==> config.mk <==
export PLATFORM = sky130hd
export DESIGN_NAME = ham12_codec
export DESIGN_NICKNAME = d
export VERILOG_FILES = /design/src/rtl/ham_pkg.sv /design/src/rtl/ham_enc_core.sv /design/src/rtl/ham_syn_core.sv /design/src/rtl/ham_fix_core.sv /design/src/rtl/ham12_codec.sv
export SDC_FILE = /design/constraint.sdc
export NUM_CORES = 1
export LEC_CHECK = 0
export ABC_AREA = 1
export CAP_MARGIN = 20
export CORE_MARGIN = 2
export CORE_UTILIZATION = 51
export DETAILED_ROUTE_END_ITERATION = 7
export MAX_ROUTING_LAYER = met4
export PLACE_DENSITY = 0.85
export RECOVER_POWER = 25
export SYNTH_ARGS = -nofsm -noshare
export SYNTH_HDL_FRONTEND = slang
export SYNTH_HIERARCHICAL = 1
export SYNTH_SLANG_ARGS = --single-unit
export TNS_END_PERCENT = 1
==> constraint.sdc <==
create_clock -name clk -period 2.7 [get_ports clk]
set_input_delay 0.54 -clock clk [delete_from_list [all_inputs] [get_ports clk]]
set_output_delay 0.54 -clock clk [all_outputs]
set_load 0.03 [all_outputs]
==> src/rtl/ham_pkg.sv <==
package ham_pkg;

  typedef enum logic [1:0] {
    DEC_CLEAN = 2'd0,
    DEC_FIXED = 2'd1,
    DEC_BAD   = 2'd2
  } dec_stat_e;

  // True when p is a nonzero power of two (a check position).
  function automatic bit is_pow2(input int p);
    return (p != 0) && ((p & (p - 1)) == 0);
  endfunction

  // 1-based codeword position of the k-th (0-based) message bit.
  function automatic int data_pos(input int k);
    int cnt;
    int pos;
    cnt = -1;
    pos = 0;
    for (int p = 1; p < 256; p++) begin
      if (!is_pow2(p)) begin
        cnt++;
        if (cnt == k && pos == 0) pos = p;
      end
    end
    return pos;
  endfunction

endpackage

==> src/rtl/ham_enc_core.sv <==
module ham_enc_core #(
  parameter int MSG_W = 8,
  parameter int CHK_W = 4
) (
  input  logic [MSG_W-1:0]       msg,
  output logic [MSG_W+CHK_W-1:0] code
);
  import ham_pkg::*;
  localparam int CODE_W = MSG_W + CHK_W;

  function automatic logic [CODE_W-1:0] group_mask(input int i);
    logic [CODE_W-1:0] m;
    m = '0;
    for (int p = 1; p <= CODE_W; p++)
      if (((p >> i) & 1) == 1 && !is_pow2(p)) m[p-1] = 1'b1;
    return m;
  endfunction

  logic [CODE_W-1:0] placed;
  logic [CHK_W-1:0]  chk;

  // Check positions of the placed vector stay zero.
  always_comb begin
    placed = '0;
    for (int k = 0; k < MSG_W; k++)
      placed[data_pos(k)-1] = msg[k];
  end

  for (genvar i = 0; i < CHK_W; i++) begin : g_chk
    localparam logic [CODE_W-1:0] MASK = group_mask(i);
    assign chk[i] = ^(placed & MASK);
  end

  always_comb begin
    code = placed;
    for (int i = 0; i < CHK_W; i++)
      code[(1 << i) - 1] = chk[i];
  end

endmodule

==> src/rtl/ham_syn_core.sv <==
module ham_syn_core #(
  parameter int MSG_W = 8,
  parameter int CHK_W = 4
) (
  input  logic [MSG_W+CHK_W-1:0] code,
  output logic [CHK_W-1:0]       syn
);
  localparam int CODE_W = MSG_W + CHK_W;

  // Full group, check position included.
  function automatic logic [CODE_W-1:0] full_mask(input int i);
    logic [CODE_W-1:0] m;
    m = '0;
    for (int p = 1; p <= CODE_W; p++)
      if (((p >> i) & 1) == 1) m[p-1] = 1'b1;
    return m;
  endfunction

  for (genvar i = 0; i < CHK_W; i++) begin : g_syn
    localparam logic [CODE_W-1:0] MASK = full_mask(i);
    assign syn[i] = ^(code & MASK);
  end

endmodule

==> src/rtl/ham_fix_core.sv <==
module ham_fix_core #(
  parameter int MSG_W = 8,
  parameter int CHK_W = 4
) (
  input  logic [MSG_W+CHK_W-1:0] code,
  input  logic [CHK_W-1:0]       syn,
  output logic [MSG_W-1:0]       msg,
  output ham_pkg::dec_stat_e     stat
);
  import ham_pkg::*;
  localparam int CODE_W = MSG_W + CHK_W;
  localparam logic [CODE_W-1:0] ONE = {{(CODE_W-1){1'b0}}, 1'b1};

  logic [CODE_W-1:0] repaired;

  always_comb begin
    repaired = code;
    stat     = DEC_CLEAN;
    if (syn != '0) begin
      if (int'(syn) <= CODE_W) begin
        repaired = code ^ (ONE << (syn - 1'b1));
        stat     = DEC_FIXED;
      end else begin
        stat     = DEC_BAD;
      end
    end
  end

  for (genvar k = 0; k < MSG_W; k++) begin : g_ext
    localparam int POS = data_pos(k);
    assign msg[k] = repaired[POS-1];
  end

endmodule

==> src/rtl/ham12_codec.sv <==
module ham12_codec #(
  parameter int MSG_W = 8,
  parameter int CHK_W = 4
) (
  input  logic                   clk,
  input  logic                   rst,
  input  logic                   enc_valid_i,
  input  logic [MSG_W-1:0]       enc_msg_i,
  output logic                   enc_valid_o,
  output logic [MSG_W+CHK_W-1:0] enc_code_o,
  input  logic                   dec_valid_i,
  input  logic [MSG_W+CHK_W-1:0] dec_code_i,
  output logic                   dec_valid_o,
  output logic [MSG_W-1:0]       dec_msg_o,
  output logic                   dec_fixed_o,
  output logic                   dec_bad_o
);
  import ham_pkg::*;
  localparam int CODE_W = MSG_W + CHK_W;

  logic [CODE_W-1:0] enc_word;
  logic [CHK_W-1:0]  dec_syn;
  logic [MSG_W-1:0]  dec_word;
  dec_stat_e         dec_stat;

  ham_enc_core #(.MSG_W(MSG_W), .CHK_W(CHK_W)) enc_i (
    .msg  (enc_msg_i),
    .code (enc_word)
  );

  ham_syn_core #(.MSG_W(MSG_W), .CHK_W(CHK_W)) syn_i (
    .code (dec_code_i),
    .syn  (dec_syn)
  );

  ham_fix_core #(.MSG_W(MSG_W), .CHK_W(CHK_W)) fix_i (
    .code (dec_code_i),
    .syn  (dec_syn),
    .msg  (dec_word),
    .stat (dec_stat)
  );

  always_ff @(posedge clk) begin
    if (rst) begin
      enc_valid_o <= 1'b0;
      enc_code_o  <= '0;
    end else begin
      enc_valid_o <= enc_valid_i;
      if (enc_valid_i) enc_code_o <= enc_word;
    end
  end

  always_ff @(posedge clk) begin
    if (rst) begin
      dec_valid_o <= 1'b0;
      dec_msg_o   <= '0;
      dec_fixed_o <= 1'b0;
      dec_bad_o   <= 1'b0;
    end else begin
      dec_valid_o <= dec_valid_i;
      if (dec_valid_i) begin
        dec_msg_o   <= dec_word;
        dec_fixed_o <= (dec_stat == DEC_FIXED);
        dec_bad_o   <= (dec_stat == DEC_BAD);
      end
    end
  end

endmodule

==> key figures <==
Outcome
  • Status: completed

Route
  • TritonRoute pass-1 iters: 4
  • Final Routed Wirelength: 3.51 mm
  • Drt wl/cell: between 10 and 15 µm
  • DR iter-0 viols: 66
  • Final ANT Viol Nets: 0
  • Vias: roughly 1,600
  • Drc violations: 0
  • Vias per std cell: 4.71

CTS
  • CTS Root Buffer Type: clkbuf_4
  • CTS buffer count: 3
  • # hold bufs at CTS: 0
  • CTS resizes: 0
  • Clock latency on the worst-skew pair: 0.31 ns
  • H-Tree Level Count: 1
  • Clock transition at path regs: about 0.14 ns
  • # Post-CTS Setup Buffers: 0
  • Max clock buf depth: 2
  • Sink Count: 24
  • CTS tree: built

Critical path
  • Arr. time, crit path: 2.37 ns
  • Reg-to-reg startpoint: enc_code_o[6]
  • Top delay family on crit path: simple AND/OR/NAND/NOR gates
  • Worst Setup SP: dec_code_i[6]
  • Setup CP Type: in -> reg
  • CP cell instances: clkdlybuf4s50_1 -> inv_2 -> nand2_1 -> nand2_2 -> nand2_2 -> nand2_1 -> nand2_1 -> nand2_1 -> nor2_1 -> nor2_1 -> a21oi_1 -> nor2_1 -> nand2_1 -> nand2_1
  • CP dominant cell by count: nand2_1
  • Critical Path End Type: flop
  • Startpoint class of the critical path: input pin
  • WP buf/inv: 2
  • Worst path slowest cell: clkdlybuf4s50_1
  • Critical path peak fanout: 7
  • Req. time, crit path: approximately 3 ns
  • CP peak stage delay: ~0.61 ns

Timing
  • RSZ-0062 raised after global routing: false
  • Crit share post-route: 79.6%
  • Final min period: 2.15 ns
  • Hold Violations, Final: 0
  • Slew margin rel.: 69.8%
  • Max frequency: 0.465 GHz
  • Worst setup margin: around 0.55 ns
  • Clock skew: 0 ns
  • Worst-Margin Slew: 0.451 ns
  • Max Transition Viols Final: 0
  • Final setup fails: 0
  • Final setup TNS: 0 ns

Global routing
  • Grt met3 use: 4.69%
  • First-pass GRT wire length: 5.82 mm
  • Gr busiest metal: met2
  • GRT Total Usage: 21.2%
  • Initial antenna violation count: 0
  • Met1 Use GR: 28.7%
  • Vias in the first global route: 1,442
  • Largest net degree at the start of global routing: 23
  • Met2 usage: 32.1%
  • Grt ovf: 0

Power
  • Flop pwr share: 39.1%
  • Maximum vdd ir drop: 0.222 mV
  • Combinational Power Share: 34.7%
  • P_int: between 0.6 and 0.7 mW
  • Switching pwr: 0.333 mW
  • Power Dens Cells: between 400 and 500 nW/µm²
  • Leak Pwr: around 1 nW
  • Switching Share: 33.2%
  • Clock power share: 26.1%

Placed design
  • Dpl hpwl: 2.66 mm
  • Routability cong.: roughly 0.9
  • Dpl ws: 0.264 ns
  • Placed Area: 2040 µm²
  • I/O Buffers: 47

Synth
  • Mapped Area: 1630 µm²
  • Syn nets: 293
  • Post-synthesis cell type count: 20
  • Synthesis-stage register bit count: 24
  • Sequential-to-total area share from yosys stat: between 20 and 30%
  • Synthesized instance count: ~270
  • Synth Flop Type: dfxtp_1
  • Mapped Avg Cell Area: approximately 6.1 µm²
  • Number of flops mapped to enable cells by yosys: 0
  • Yosys Warn Count: 6
  • Async SR Flop Fraction: 0%

Layout
  • P&R area growth vs syn: 28.3%
  • Fin util: 68.6%
  • Most frequent cells in the layout: 84 x nand2_1, 49 x nor2_1, 45 x clkdlybuf4s50_1, 24 x dfxtp_1
  • Layout cells sized above 1: 7.54%
  • # fillers: 295
  • Design Area, Final: 2090 µm²
  • FF/Latch Area: 480 µm²
  • Commonest non-fill, non-tap cell in the layout: nand2_1
  • # diodes: 0
  • Area of the multi-input gates: just over 900 µm²
  • Net count, final: 330

Hold path
  • Worst Hold Class: reg -> reg
  • Min-delay src: dec_bad_o

Run
  • Max-cap violations: 0

Floorplanning
  • Die area: approximately 3700 µm²
  • Die W: 60.6 µm
  • Die height: a little over 60 µm
  • Core Region: around 3100 µm²
  • Site row count: 20
  • Initial Utilization: 53.4%
  • IO Pins: 48
## state kept, by name, summed over array words and instances, names as in the netlist
name and cells:
dec_bad_o 1, dec_fixed_o 1, dec_msg_o 8, dec_valid_o 1
enc_code_o 12, enc_valid_o 1
## metrics by stage
stage | hold slack, ns | std cells | total power [mW]
4_1_cts | 0.511 | 349 | 1.01
3_3_place_gp | 0.467 | 345 | 0.741
5_1_grt | 0.518 | 349 | 1.06
3_5_place_dp | 0.485 | 345 | 0.748
6_report | 0.514 | 349 | 1.00
2_1_floorplan | 0.596 | 269 | 0.634
## cells by family (layout without fill, tap and decap cells)
| logic type | after synthesis | in the layout | synth area share (%) |
|---|---|---|---|
| flops | 24 | 24 | 29.4 |
| xor+xnor | 11 | 11 | 5.90 |
| compound gates | 23 | 23 | 7.29 |
| simple gates | 168 | 168 | 43.6 |
| buf+inv | 43 | 79 | 13.7 |
## routing by layer
layer	vias up	wire (µm)
met1	707	1770
met2	41	1560
li1	893	-
met4	0	17
met3	2	164
met5	-	0
## worst min-delay path, stage by stage (launching register included)
cell and delay, ns:
dfxtp_1 0.35, nand3_1 0.08, nand2_1 0.06
## power by group through the flow
stage                     clock network (mW)  logic [mW]  registers [mW]
final                                  0.262       0.349           0.393
after CTS                              0.270       0.349           0.393
after global placement                     0       0.341           0.400
after global routing                   0.282       0.387           0.396
after detailed placement                   0       0.347           0.401
after floorplan                            0       0.182           0.453
## Yosys cell counts (2+ instances only)
cell | n | area [µm²]
nor2_4 | 2 | 22.5
buf_4 | 9 | 67.6
dfxtp_1 | 24 | 480
nand2_1 | 84 | 315
xnor2_1 | 7 | 61.3
nand2_2 | 8 | 50.1
inv_1 | 20 | 75.1
o21ai_0 | 20 | 100
xor2_1 | 4 | 35.0
nand3b_1 | 5 | 37.5
buf_6 | 3 | 33.8
nand2b_1 | 2 | 12.5
nor2_1 | 49 | 184
buf_2 | 3 | 15.0
nand3_1 | 18 | 90.1
inv_2 | 7 | 26.3
## final cells by class
cell class | count | area share [%]
sequential | 24 | 23.0
timing repair buffer | 47 | 22.5
tap | 44 | 2.63
inverter | 28 | 5.14
clock inverter | 1 | 1.43
clock buffer | 3 | 1.08
multi-input combinational | 202 | 44.3
## final timing paths
path | endpoint | slack, ns | depth (start not counted)
setup reg to reg | enc_code_o[6] | 2.03 | 2
hold reg to reg | dec_bad_o | 0.51 | 2
hold / removal | dec_bad_o | 0.51 | 2
setup / recovery | dec_bad_o | 0.55 | 14
Note: power is estimated with default switching activity, not from simulation.
